`config.mk`:
```
export PLATFORM = sky130hd
export DESIGN_NAME = call_sequencer
export DESIGN_NICKNAME = d
export VERILOG_FILES = /design/src/rtl/call_seq_pkg.sv /design/src/rtl/call_seq_fsm.sv /design/src/rtl/call_seq_stack.sv /design/src/rtl/call_seq_bus.sv /design/src/rtl/call_sequencer.sv
export SDC_FILE = /design/constraint.sdc
export NUM_CORES = 1
export LEC_CHECK = 0
export BUFFER_PORTS_ARGS = -buffer_cell sky130_fd_sc_hd__buf_2
export CAP_MARGIN = 30
export CORE_MARGIN = 4
export CORE_UTILIZATION = 57
export DETAILED_ROUTE_END_ITERATION = 10
export PLACE_DENSITY_LB_ADDON = 0.15
export SKIP_CTS_REPAIR_TIMING = 1
export SYNTH_ARGS = -nofsm -noshare
export SYNTH_HDL_FRONTEND = slang
export SYNTH_SLANG_ARGS = --single-unit
```
`constraint.sdc`:
```
create_clock -name clk -period 3.28 [get_ports clk]
set_input_delay 0.656 -clock clk [delete_from_list [all_inputs] [get_ports clk]]
set_output_delay 0.656 -clock clk [all_outputs]
set_load 0.005 [all_outputs]
```
`src/rtl/call_seq_pkg.sv`:
```
package call_seq_pkg;

    typedef enum logic [2:0] {
        PH_IDLE  = 3'd0,
        PH_FETCH = 3'd1,
        PH_LO    = 3'd2,
        PH_SPI   = 3'd3,
        PH_PUSHH = 3'd4,
        PH_PUSHL = 3'd5,
        PH_HI    = 3'd6
    } phase_t;

    localparam int CS_ADDR_W = 16;
    localparam int CS_DATA_W = 8;

endpackage

```
`src/rtl/call_seq_fsm.sv`:
```
module call_seq_fsm
    import call_seq_pkg::*;
(
    input  logic   clk,
    input  logic   rst,
    input  logic   start,
    output logic   accept,
    output phase_t phase
);

    typedef struct packed {
        phase_t ph;
    } fsm_t;

    fsm_t st_q, st_d;

    always_comb begin
        st_d   = st_q;
        accept = 1'b0;
        unique case (st_q.ph)
            PH_IDLE: begin
                if (start) begin
                    accept   = 1'b1;
                    st_d.ph  = PH_FETCH;
                end
            end
            PH_FETCH: st_d.ph = PH_LO;
            PH_LO:    st_d.ph = PH_SPI;
            PH_SPI:   st_d.ph = PH_PUSHH;
            PH_PUSHH: st_d.ph = PH_PUSHL;
            PH_PUSHL: st_d.ph = PH_HI;
            PH_HI:    st_d.ph = PH_IDLE;
            default:  st_d.ph = PH_IDLE;
        endcase
    end

    always_ff @(posedge clk) begin
        if (rst) st_q <= '{ph: PH_IDLE};
        else     st_q <= st_d;
    end

    assign phase = st_q.ph;

    // reset always lands in idle
    assert_reset_idle_R1: assert property (@(posedge clk)
        rst |=> phase == PH_IDLE);

    // a busy sequencer never restarts from a start pulse
    assert_busy_start_ignored_R8: assert property (@(posedge clk) disable iff (rst)
        (phase != PH_IDLE && phase != PH_HI && start) |=> phase != PH_FETCH);

endmodule

```
`src/rtl/call_seq_stack.sv`:
```
module call_seq_stack #(
    parameter int SP_W = 8
) (
    input  logic            clk,
    input  logic            rst,
    input  logic            load,
    input  logic [SP_W-1:0] load_val,
    input  logic            push,
    output logic [SP_W-1:0] sp
);

    typedef struct packed {
        logic [SP_W-1:0] sp;
    } stk_t;

    stk_t st_q, st_d;

    always_comb begin
        st_d = st_q;
        if (load)      st_d.sp = load_val;
        else if (push) st_d.sp = st_q.sp - 1'b1;
    end

    always_ff @(posedge clk) begin
        if (rst) st_q <= '0;
        else     st_q <= st_d;
    end

    assign sp = st_q.sp;

    // each push moves the pointer down by one, modulo the width
    assert_sp_step_R7: assert property (@(posedge clk) disable iff (rst)
        (push && !load) |=> sp == $past(sp) - 1'b1);

endmodule

```
`src/rtl/call_seq_bus.sv`:
```
module call_seq_bus
    import call_seq_pkg::*;
#(
    parameter int          ADDR_W     = 16,
    parameter int          DATA_W     = 8,
    parameter logic [ADDR_W-DATA_W-1:0] STACK_PAGE = 'h01
) (
    input  phase_t             phase,
    input  logic [ADDR_W-1:0]  opc,
    input  logic [DATA_W-1:0]  sp,
    output logic [ADDR_W-1:0]  addr,
    output logic               we,
    output logic [DATA_W-1:0]  wdata
);

    logic [ADDR_W-1:0] ret_addr;
    logic [ADDR_W-1:0] stack_addr;

    assign ret_addr   = opc + ADDR_W'(2);
    assign stack_addr = {STACK_PAGE, sp};

    always_comb begin
        addr  = '0;
        we    = 1'b0;
        wdata = '0;
        unique case (phase)
            PH_FETCH: addr = opc;
            PH_LO:    addr = opc + ADDR_W'(1);
            PH_SPI:   addr = stack_addr;
            PH_PUSHH: begin
                addr  = stack_addr;
                we    = 1'b1;
                wdata = ret_addr[ADDR_W-1:ADDR_W-DATA_W];
            end
            PH_PUSHL: begin
                addr  = stack_addr;
                we    = 1'b1;
                wdata = ret_addr[DATA_W-1:0];
            end
            PH_HI:    addr = ret_addr;
            default:  addr = '0;
        endcase
    end

endmodule

```
`src/rtl/call_sequencer.sv`:
```
module call_sequencer
    import call_seq_pkg::*;
#(
    parameter int ADDR_W = CS_ADDR_W,
    parameter int DATA_W = CS_DATA_W,
    parameter logic [ADDR_W-DATA_W-1:0] STACK_PAGE = 'h01
) (
    input  logic              clk,
    input  logic              rst,
    input  logic              start,
    input  logic [ADDR_W-1:0] opc_addr,
    input  logic [DATA_W-1:0] sp_in,
    output logic [ADDR_W-1:0] mem_addr,
    input  logic [DATA_W-1:0] mem_rdata,
    output logic [DATA_W-1:0] mem_wdata,
    output logic              mem_we,
    output logic              done,
    output logic [ADDR_W-1:0] new_pc,
    output logic [DATA_W-1:0] sp_out
);

    localparam int PAGE_W = ADDR_W - DATA_W;

    typedef struct packed {
        logic [ADDR_W-1:0] opc;
        logic [DATA_W-1:0] lo;
        logic [ADDR_W-1:0] pc;
        logic              done;
    } core_t;

    core_t  cr_q, cr_d;
    phase_t phase;
    logic   accept;
    logic   push;

    call_seq_fsm u_fsm (
        .clk    (clk),
        .rst    (rst),
        .start  (start),
        .accept (accept),
        .phase  (phase)
    );

    assign push = (phase == PH_PUSHH) || (phase == PH_PUSHL);

    call_seq_stack #(.SP_W(DATA_W)) u_stack (
        .clk      (clk),
        .rst      (rst),
        .load     (accept),
        .load_val (sp_in),
        .push     (push),
        .sp       (sp_out)
    );

    call_seq_bus #(
        .ADDR_W     (ADDR_W),
        .DATA_W     (DATA_W),
        .STACK_PAGE (STACK_PAGE)
    ) u_bus (
        .phase (phase),
        .opc   (cr_q.opc),
        .sp    (sp_out),
        .addr  (mem_addr),
        .we    (mem_we),
        .wdata (mem_wdata)
    );

    always_comb begin
        cr_d      = cr_q;
        cr_d.done = 1'b0;
        if (accept)           cr_d.opc = opc_addr;
        if (phase == PH_LO)   cr_d.lo  = mem_rdata;
        if (phase == PH_HI) begin
            cr_d.pc   = {mem_rdata, cr_q.lo};
            cr_d.done = 1'b1;
        end
    end

    always_ff @(posedge clk) begin
        if (rst) cr_q <= '0;
        else     cr_q <= cr_d;
    end

    assign done   = cr_q.done;
    assign new_pc = cr_q.pc;

    // the first bus cycle after acceptance fetches the opcode, read only
    assert_fetch_addr_R2: assert property (@(posedge clk) disable iff (rst)
        accept |=> (mem_addr == $past(opc_addr)) && !mem_we);

    // writes only ever land in the stack page
    assert_push_page_R4: assert property (@(posedge clk) disable iff (rst)
        mem_we |-> mem_addr[ADDR_W-1:DATA_W] == PAGE_W'(STACK_PAGE));

    // writes come as one back-to-back pair
    assert_push_pair_R4: assert property (@(posedge clk) disable iff (rst)
        $rose(mem_we) |=> mem_we);

    assert_push_pair_end_R4: assert property (@(posedge clk) disable iff (rst)
        (mem_we && $past(mem_we)) |=> !mem_we);

    // the high-byte read sits between the second push and done
    assert_hi_after_push_R5: assert property (@(posedge clk) disable iff (rst)
        done |-> (!$past(mem_we) && $past(mem_we, 2)));

    // done lasts one cycle
    assert_done_pulse_R6: assert property (@(posedge clk) disable iff (rst)
        done |=> !done);

    // result is stable between completions
    assert_pc_hold_R6: assert property (@(posedge clk) disable iff (rst)
        (!done && $past(!rst)) |-> $stable(new_pc));

endmodule

```
==> results of run 1 <==
[worst max path at each step]
stage | depth (start not counted) | start | end | slack [ns]
final | 7 | cr_q[26] | mem_wdata[5] | 0.23
after global placement | 7 | cr_q[26] | mem_wdata[5] | 0.64
after detailed placement | 7 | cr_q[27] | mem_wdata[5] | 0.60
after CTS | 6 | cr_q[25] | mem_addr[14] | 0.20
after global routing | 6 | cr_q[25] | mem_addr[14] | 0.11
after floorplan | 6 | cr_q[27] | mem_wdata[5] | 0.91
[per-layer routing]
| layer | global-route usage, % | part of all wire (%) |
|---|---|---|
| met2 | 42.2 | 47 |
| met4 | 6.98 | 1.1 |
| met5 | 0 | 0 |
| met3 | 5.56 | 7.1 |
| met1 | 34.2 | 45 |
[layout make-up]
class | instances | area [µm²] | share of cell area [%]
Clock buffer | 5 | 68.8 | 1.91
Clock inverter | 3 | 46.3 | 1.28
Inverter | 8 | 30.0 | 0.833
Multi-Input combinational cell | 314 | 1810 | 50.2
Sequential cell | 52 | 1040 | 28.9
Tap cell | 72 | 90.1 | 2.50
Timing Repair Buffer | 97 | 518 | 14.4
[flip-flops by register name, summed over array words and instances (netlist names)]
| register | count |
|---|---|
| done | 1 |
| new_pc | 16 |
| u_fsm.phase | 3 |
| cr_q | 24 |
| u_stack.sp | 8 |
[logic make-up after synthesis]
kind of cell | count (synthesis)
AOI/OAI and AO/OA | 115
xor gates and xnor gates | 21
muxes | 3
and+or+nand+nor | 172
buffers and inverters | 59
DFF | 52
adders and majority gates | 3
[where the power goes]
group	switching, W	internal [W]
combinational	0.000168	0.000119
sequential	0.0000629	0.000665
clock	0.000229	0.000230
total	0.000460	0.00101
[synthesized netlist by cell type (all sizes together) (2+ instances only)]
master / count
o211ai: 2
a32oi: 3
nor3: 6
a211oi: 10
ha: 3
o22ai: 3
nand4: 3
a221oi: 8
o21ai: 13
dfxtp: 52
clkbuf: 18
buf: 33
and3: 2
nand2: 102
nor2b: 2
a22o: 2
o221ai: 2
nand3: 10
a21oi: 52
o211a: 2
nand2b: 2
a31oi: 2
nor2: 34
o311a: 2
mux2i: 2
inv: 8
o41ai: 2
xor2: 6
o31ai: 5
xnor2: 15
nor4: 6
[critical path, cell delays in order, from the launching register on]
cell and delay [ns]:
dfxtp_1 0.51, ha_1 0.33, nand3_4 0.11, or4_4 0.55, xnor2_1 0.17, nor2_1 0.07
a211oi_2 0.18, buf_2 0.14
[per-stage QoR]
stage	power, W	setup slack, ns	instances	util, %	hold slack, ns
after detailed placement	0.00103	0.603	543	63.3	0.445
final	0.00147	0.230	551	65.5	0.459
after global placement	0.00102	0.635	543	63.3	0.440
after floorplan	0.000931	0.906	425	-	0.432
after global routing	0.00154	0.109	551	65.5	0.483
after CTS	0.00148	0.205	551	65.4	0.462
==> key figures, run 1 <==
Setup path
  • Crit path DAT: around 2.4 ns
  • Worst r2r dst: u_stack.sp[5]
  • CP Launch Type: flip-flop
  • Setup slack, reg-to-reg: about 1.3 ns
  • Crit Path Class: reg2out
  • Reg2reg start: u_fsm.phase[1]
  • Crit end category: primary output
  • Crit-path max FO: 8
  • Critical Path RT: around 2.6 ns
  • Register-to-Register Path Depth: 8

Synthesis
  • Post-synth cell types: 60
  • Synth area leaders: dfxtp_1 32%, nand2_1 12%, a21oi_1 8.1%
  • Yosys top cell by area: dfxtp_1
  • Number of flops mapped to enable cells by yosys: 0
  • Largest family of logic cells by synthesized area: simple AND/OR/NAND/NOR gates
  • Mux cell area share after synthesis: 0.971%
  • Avg Inst Size Synth: 7.58 µm²
  • Asr flop ratio synth: 0%
  • Sequential area share after synthesis: about a third
  • Synthesized cell area: approximately 0.0032 mm²
  • Simple-gate share of the synthesized area: ~25%
  • Top-area cell type share of the netlist area: around a third
  • Syn nets: between 400 and 500
  • Predominant post-synthesis flop cell: dfxtp_1
  • Synth Register Bits: 52
  • Synth Area in XOR/XNOR: 5.71%
  • Yosys Warn Count: 0
  • Synthesized-area fraction occupied by ao, oa, aoi and oai cells: 23.0%
  • Synthesized instance count: roughly 430
  • Synth Area in Adders: about 1.2%

STA
  • Worst relative slew slack: 37.5%
  • RSZ-0062 raised after global routing: no
  • Setup TNS Final: 0 ns
  • Final Hold Fails: 0
  • Slew of the pin with the lowest slew margin: 0.937 ns
  • Clock skew: approximately 0.014 ns
  • Fmax: between 0.3 and 0.4 GHz
  • Setup Viol. Count Final: 0
  • Minimum clock period: just over 3 ns
  • Max Transition Viols Final: 0
  • Final period util: roughly 93%

Clock network
  • CTS H-tree depth: 2
  • CTS tree: done
  • Clock sinks: between 50 and 60
  • Maximum root-to-sink buffer count: 2
  • Worst-skew pair later-pin latency: around 0.32 ns
  • Clock buffer count from CTS: 5
  • Clk slew on worst S/H paths: between 0.1 and 0.15 ns
  • CTS Root Cell: clkbuf_8

Global route
  • Largest net degree at the start of global routing: 53
  • Number of global-route vias before repair: slightly above 3,000
  • First-pass GRT wire length: 14,800 µm
  • GRT Residual Overflow: 0
  • Global-route usage over all layers: about a quarter
  • Initial antenna violation count: 0

Finish
  • Most common cell after layout, fill and taps aside: nand2_1
  • Filler Cell Count: ~520
  • N_diodes: 0
  • Share of cells above drive strength 1: 26.1%
  • Commonest non-fill, non-tap cells in the layout: 101 x nand2_1, 84 x buf_2, 52 x a21oi_1, 52 x dfxtp_1, 32 x nor2_1
  • P&R area growth vs syn: 11.9%
  • Fin area: about 0.0036 mm²
  • Fin nets: 516

Place
  • DP HPWL: roughly 6500 µm
  • Placed cell area: between 0.003 and 0.004 mm²
  • IO Port Bufs: 84
  • Final Wtd Congestion: roughly 0.93

Route
  • Wire per inst: around 16 µm
  • Detailed Routing Iterations Pass 1: 4
  • Vias per cell: between 5 and 6
  • Routed Antenna Nets: 0
  • Vias: 3,183
  • DRC viols: 0
  • WL final: between 8000 and 9000 µm
  • Initial DRC count: roughly 260

Floorplanning
  • Row cnt: 27
  • # IOs: 85
  • Starting Density: 58.5%
  • Die Span Y: ~83 µm
  • Die X: 83.2 µm
  • Core Footprint: 0.00551 mm²
  • Die area: a little under 0.007 mm²

Hold path
  • Hold depth: 2
  • Hold Startpoint: cr_q[24]
  • Hold WC Path Type: reg2reg
  • Endpoint, Worst Hold: new_pc[7]

Pwr
  • Pwr dens: around 400 mW/mm²
  • Leakage: between 1 and 1.5 nW
  • Peak VDD IR: around 0.29 mV

Run
  • MaxCap Viol Count: 0

Outcome
  • Status: finished, final reports clean
Note: power is estimated with default switching activity, not from simulation.
==> inputs of run 2 (changes only) <==
REMOVE_ABC_BUFFERS = 1   (was not set)
TNS_END_PERCENT = 30   (was not set)
==> key figures, run 2 (synthesis results as in run 1) <==
Pwr
  • Gate power share: 20.4% (+0.9 points)
  • Peak VDD IR: 0.221 mV (-25%)
  • Leakage: 1.45 nW (-0.40%)
  • Clock power frac: 27.0% (-4.1 points)
  • Net Sw Power: 0.000450 W (-2.2%)
  • Switch share: 32.5% (+1.3 points)
  • Power consumption: 0.00138 W (-6.1%)
  • Sequential group share of total power: 52.6% (+3.2 points)
  • Pwr dens: 387 mW/mm² (-5.4%)
  • Pint: 0.000935 W (-7.8%)

Route
  • Initial DRC count: 263 (+1.5%)
  • DRC viols: 0 (unchanged)
  • Vias: 3,162 (-0.66%)
  • Detailed Routing Iterations Pass 1: 4 (unchanged)
  • Routed Antenna Nets: 0 (unchanged)
  • WL final: 8470 µm (-4.7%)
  • Vias per cell: 5.73 (-0.84%)
  • Wire per inst: 15.3 µm (-4.9%)

Place
  • IO Port Bufs: 84 (unchanged)
  • Final Wtd Congestion: 0.931 (about the same)
  • DP HPWL: 6160 µm (-5.3%)

STA
  • RSZ-0062 raised after global routing: no
  • Final Hold Fails: 0 (unchanged)
  • Minimum clock period: 3.02 ns (-0.0310 ns)
  • Max Transition Viols Final: 0 (unchanged)
  • Final period util: 92.0% (-0.95 points)
  • Slew of the pin with the lowest slew margin: 0.940 ns (+0.00231 ns)
  • Clock skew: 0.00729 ns (-0.00649 ns)
  • Setup TNS Final: 0 ns (unchanged)
  • Setup Viol. Count Final: 0 (unchanged)
  • Fmax: 0.331 GHz (+1.0%)
  • Worst relative slew slack: 37.4% (-0.15 points)

Setup path
  • Crit path DAT: 2.36 ns (-0.03 ns)
  • Crit-path max FO: 8 (unchanged)
  • Critical Path RT: 2.62 ns (about the same)
  • Setup slack, reg-to-reg: 1.20 ns (-0.11 ns)
  • Crit Path Class: reg2out
  • Reg2reg start: u_fsm.phase[0]
  • Worst setup path startpoint: cr_q[26]
  • Worst r2r dst: cr_q[29]
  • Register-to-Register Path Depth: 6 (-2)
  • Crit end category: primary output
  • CP Launch Type: flip-flop

Global route
  • Global-route usage over all layers: 24.4% (-1.3 points)
  • First-pass GRT wire length: 14,200 µm (-3.7%)
  • Largest net degree at the start of global routing: 53 (unchanged)
  • Number of global-route vias before repair: 2,899 (-5.6%)
  • GRT Residual Overflow: 0 (unchanged)
  • Initial antenna violation count: 0 (unchanged)

Clock network
  • Maximum root-to-sink buffer count: 2 (unchanged)
  • Clock sinks: 52 (unchanged)
  • CTS Root Cell: clkbuf_8
  • CTS tree: done
  • Clock buffer count from CTS: 5 (unchanged)
  • Clk slew on worst S/H paths: 0.10 ns (about the same)
  • Worst-skew pair later-pin latency: 0.31 ns (about the same)
  • CTS H-tree depth: 2 (unchanged)

Hold path
  • Hold WC Path Type: reg2reg
  • Endpoint, Worst Hold: new_pc[11]
  • Hold depth: 2 (unchanged)
  • Hold Startpoint: new_pc[11]

Finish
  • Post-route core utilization: 65.1% (-0.43 points)
  • Commonest non-fill, non-tap cells in the layout: 101 x nand2_1, 84 x buf_2, 52 x a21oi_1, 52 x dfxtp_1, 32 x nor2_1
  • Fin nets: 517 (+0.19%)
  • Max FFs per register: 24 (unchanged)
  • P&R area growth vs syn: 11.2%
  • Share of cells above drive strength 1: 26.0% (-0.054 points)
  • Most common cell after layout, fill and taps aside: nand2_1
  • N_diodes: 0 (unchanged)
  • Top reg by flops: cr_q

Outcome
  • Status: finished, final reports clean

Floorplanning
  • Die Span Y: 83.2 µm (unchanged)
  • Starting Density: 58.5% (unchanged)
  • Core Footprint: 0.00551 mm² (unchanged)
  • Row cnt: 27 (unchanged)
  • Die area: 0.00692 mm² (unchanged)
  • # IOs: 85 (unchanged)
  • Die X: 83.2 µm (unchanged)

Run
  • MaxCap Viol Count: 0 (unchanged)
-- run 2: cell count changes in the layout (fill, tap and decap cells not counted), sizes merged --
cell | previous run | this run
clkinv | 0 | 1
buf | 97 | 98
bufinv | 1 | 0
-- run 2: metrics by stage --
step | hold WS (ns) | std cells | setup WS [ns] | area, µm²
after floorplan | 0.426 | 374 | 0.386 | 2870
final | 0.455 | 552 | 0.261 | 3580
after global placement | 0.439 | 544 | 0.639 | 3490
after global routing | 0.470 | 552 | 0.171 | 3580
after CTS | 0.457 | 552 | 0.238 | 3580
after detailed placement | 0.443 | 544 | 0.597 | 3490
-- run 2: final cells by class --
| cell class | count | area (µm²) |
|---|---|---|
| well taps | 72 | 90.1 |
| clock buffers | 5 | 68.8 |
| flip-flops and latches | 52 | 1040 |
| inverters | 8 | 30.0 |
| repair buffers | 98 | 526 |
| multi-input cells | 314 | 1810 |
| fillers | 492 | 1920 |
| clock inverters | 3 | 21.3 |
-- run 2: worst max path at each step --
stage / depth (start not counted) / slack [ns] / endpoint
2_1_floorplan: 4 / 0.39 / u_stack.sp[0]
3_3_place_gp: 7 / 0.64 / mem_wdata[5]
3_5_place_dp: 7 / 0.60 / mem_wdata[5]
4_1_cts: 7 / 0.24 / mem_wdata[5]
5_1_grt: 7 / 0.17 / mem_wdata[5]
6_report: 7 / 0.26 / mem_wdata[5]
-- run 2: worst max-delay path: stages (launching register included) --
cell and delay (ns):
dfxtp_1 0.50, ha_1 0.33, nand3_4 0.11, or4_4 0.54
xnor2_1 0.15, nor2_1 0.06, a211oi_2 0.20, buf_2 0.14
-- run 2: power by group through the flow --
stage               logic [W]  registers [W]  clock network (W)
finish               0.000282       0.000729           0.000373
global placement     0.000278       0.000740                  0
CTS                  0.000281       0.000727           0.000384
global route         0.000314       0.000735           0.000410
detailed placement   0.000280       0.000741                  0
floorplan            0.000154       0.000735                  0
-- run 2: routing by layer --
layer,part of all wire [%],GRT usage [%],up-vias
met2,47,39.5,135
met1,45,34.0,1447
met3,7.2,5.06,7
li1,-,-,1573
met5,0,0,-
met4,0.86,4.31,0
==> inputs of run 3 (changes only) <==
CORE_ASPECT_RATIO = 0.9   (was not set)
==> key figures, run 3 (synthesis results as in run 1) <==
Setup path
  • Worst r2r dst: cr_q[26]
  • Register-to-Register Path Depth: 6 (unchanged)
  • Reg2reg start: u_fsm.phase[0]
  • Worst Path Buf+Inv: 1 (unchanged)
  • CP peak stage delay: 0.57 ns (+0.03 ns)
  • Setup slack, reg-to-reg: 1.17 ns (-0.03 ns)
  • Slowest stage cell, crit path: dfxtp_1
  • Crit-path max FO: 10 (+2)
  • Critical Path RT: 2.62 ns (about the same)
  • Cell family with most CP delay: simple AND/OR/NAND/NOR gates
  • Crit Path Class: reg2out
  • CP Launch Type: flip-flop
  • Crit path DAT: 2.34 ns (-0.02 ns)
  • Crit-path cells: ha_1, nand3_2, nor4_1, o21ai_0, a221o_1, buf_2
  • Crit end category: primary output

Pwr
  • Gate power share: 20.4% (about the same)
  • Pwr dens: 390 mW/mm² (+0.93%)
  • Leakage: 1.44 nW (-0.95%)
  • Pint: 0.000933 W (-0.14%)
  • Sequential group share of total power: 52.6% (about the same)
  • Clock power frac: 27.0% (about the same)
  • Net Sw Power: 0.000453 W (+0.65%)
  • Peak VDD IR: 0.216 mV (-2.5%)
  • Switch share: 32.7% (+0.17 points)

Route
  • Wire per inst: 15.7 µm (+2.4%)
  • Routed Antenna Nets: 0 (unchanged)
  • DRC viols: 0 (unchanged)
  • WL final: 8550 µm (+0.93%)
  • Initial DRC count: 240 (-8.7%)
  • Vias per cell: 5.84 (+1.9%)
  • Vias: 3,175 (+0.41%)
  • Detailed Routing Iterations Pass 1: 5 (+1)

STA
  • Setup Viol. Count Final: 0 (unchanged)
  • Slew of the pin with the lowest slew margin: 0.932 ns (-0.00765 ns)
  • Max Transition Viols Final: 0 (unchanged)
  • RSZ-0062 raised after global routing: no
  • Worst relative slew slack: 37.9% (+0.51 points)
  • Clock skew: 0.00737 ns (+0.0000787 ns)
  • Fmax: 0.334 GHz (+0.74%)
  • Setup TNS Final: 0 ns (unchanged)
  • Minimum clock period: 3.00 ns (-0.0221 ns)
  • Final period util: 91.4% (-0.67 points)
  • Final Hold Fails: 0 (unchanged)

Floorplanning
  • Row cnt: 25 (-7.4%)
  • # IOs: 85 (unchanged)
  • Core Footprint: 0.00535 mm² (-2.9%)
  • Die Span Y: 79.3 µm (-4.6%)
  • Starting Density: 60.2% (+1.7 points)
  • Die X: 87.3 µm (+4.9%)
  • Die area: 0.00692 mm² (about the same)

Finish
  • Most common cell after layout, fill and taps aside: nand2_1
  • Register area: 0.00104 mm² (unchanged)
  • Share of cells above drive strength 1: 25.6% (-0.47 points)
  • Top reg by flops: cr_q
  • P&R area growth vs syn: 10.3%
  • Area of the multi-input gates: 0.00181 mm² (unchanged)
  • N_diodes: 0 (unchanged)
  • Fin area: 0.00355 mm² (-0.80%)
  • Filler Cell Count: 513 (+4.3%)
  • Fin nets: 514 (-0.58%)
  • Max FFs per register: 24 (unchanged)
  • Commonest non-fill, non-tap cells in the layout: 101 x nand2_1, 84 x buf_2, 52 x a21oi_1, 52 x dfxtp_1, 32 x nor2_1

Clock network
  • CTS H-tree depth: 2 (unchanged)
  • Maximum root-to-sink buffer count: 2 (unchanged)
  • Clock buffer count from CTS: 5 (unchanged)
  • Clock sinks: 52 (unchanged)
  • Worst-skew pair later-pin latency: 0.31 ns (about the same)
  • CTS tree: done
  • CTS Root Cell: clkbuf_8
  • Clk slew on worst S/H paths: 0.09 ns (about the same)

Place
  • Placed cell area: 0.00346 mm² (-0.82%)
  • Final Wtd Congestion: 0.923 (-0.92%)
  • IO Port Bufs: 84 (unchanged)
  • DP HPWL: 6110 µm (-0.79%)

Hold path
  • Hold Startpoint: new_pc[4]
  • Endpoint, Worst Hold: new_pc[4]
  • Hold WC Path Type: reg2reg
  • Hold depth: 2 (unchanged)

Global route
  • Initial antenna violation count: 0 (unchanged)
  • Largest net degree at the start of global routing: 53 (unchanged)
  • Global-route usage over all layers: 25.2% (+0.80 points)
  • GRT Residual Overflow: 0 (unchanged)
  • Number of global-route vias before repair: 2,960 (+2.1%)
  • First-pass GRT wire length: 14,100 µm (-0.87%)

Outcome
  • Status: finished, final reports clean

Run
  • MaxCap Viol Count: 0 (unchanged)
## run 3: cell types whose count changed in the layout (fill, tap and decap cells not counted), sizes merged
cell,delta
buf,-3
## run 3: worst reg2reg max path: stages (launching register included)
cell and delay, ns:
dfxtp_1 0.58, buf_4 0.34, inv_1 0.15, nand4_1 0.40, buf_4 0.31, nand2_1 0.09, a21oi_1 0.16
## run 3: per-layer routing
layer,GRT usage (%),vias up,share of wire [%]
met2,39.4,175,45
met5,0,-,0
met3,5.08,17,10
met1,34.2,1421,43
li1,-,1562,-
met4,9.20,0,2.2
## run 3: worst max path at each step
stage | start | cells after the start | to
floorplan | u_fsm.phase[0] | 4 | u_stack.sp[0]
finish | cr_q[25] | 6 | mem_addr[14]
CTS | cr_q[26] | 7 | mem_wdata[5]
global placement | cr_q[26] | 7 | mem_wdata[5]
detailed placement | cr_q[26] | 7 | mem_wdata[5]
global route | cr_q[26] | 7 | mem_wdata[3]
## run 3: final cells by class
| cell class | instances | share of cell area [%] |
|---|---|---|
| clock buffers | 5 | 1.94 |
| clock inverters | 3 | 0.599 |
| flip-flops and latches | 52 | 29.3 |
| well taps | 67 | 2.36 |
| repair buffers | 95 | 14.2 |
| multi-input cells | 314 | 50.8 |
| inverters | 8 | 0.845 |
## run 3: metrics by stage
step	worst slack [ns]	std cells	power [W]	utilization, %	hold WS, ns
after CTS	0.292	544	0.00139	66.4	0.457
after global placement	0.677	536	0.00101	64.7	0.437
final	0.283	544	0.00139	66.4	0.455
after floorplan	0.386	374	0.000890	-	0.426
after global routing	0.0967	544	0.00146	66.4	0.480
after detailed placement	0.637	536	0.00102	64.7	0.443
## run 3: power groups by stage
stage          clock network [W]  registers [W]  logic, W
2_1_floorplan                  0       0.000735  0.000154
3_5_place_dp                   0       0.000741  0.000278
4_1_cts                 0.000386       0.000727  0.000279
6_report                0.000375       0.000729  0.000283
3_3_place_gp                   0       0.000740  0.000275
5_1_grt                 0.000412       0.000736  0.000315
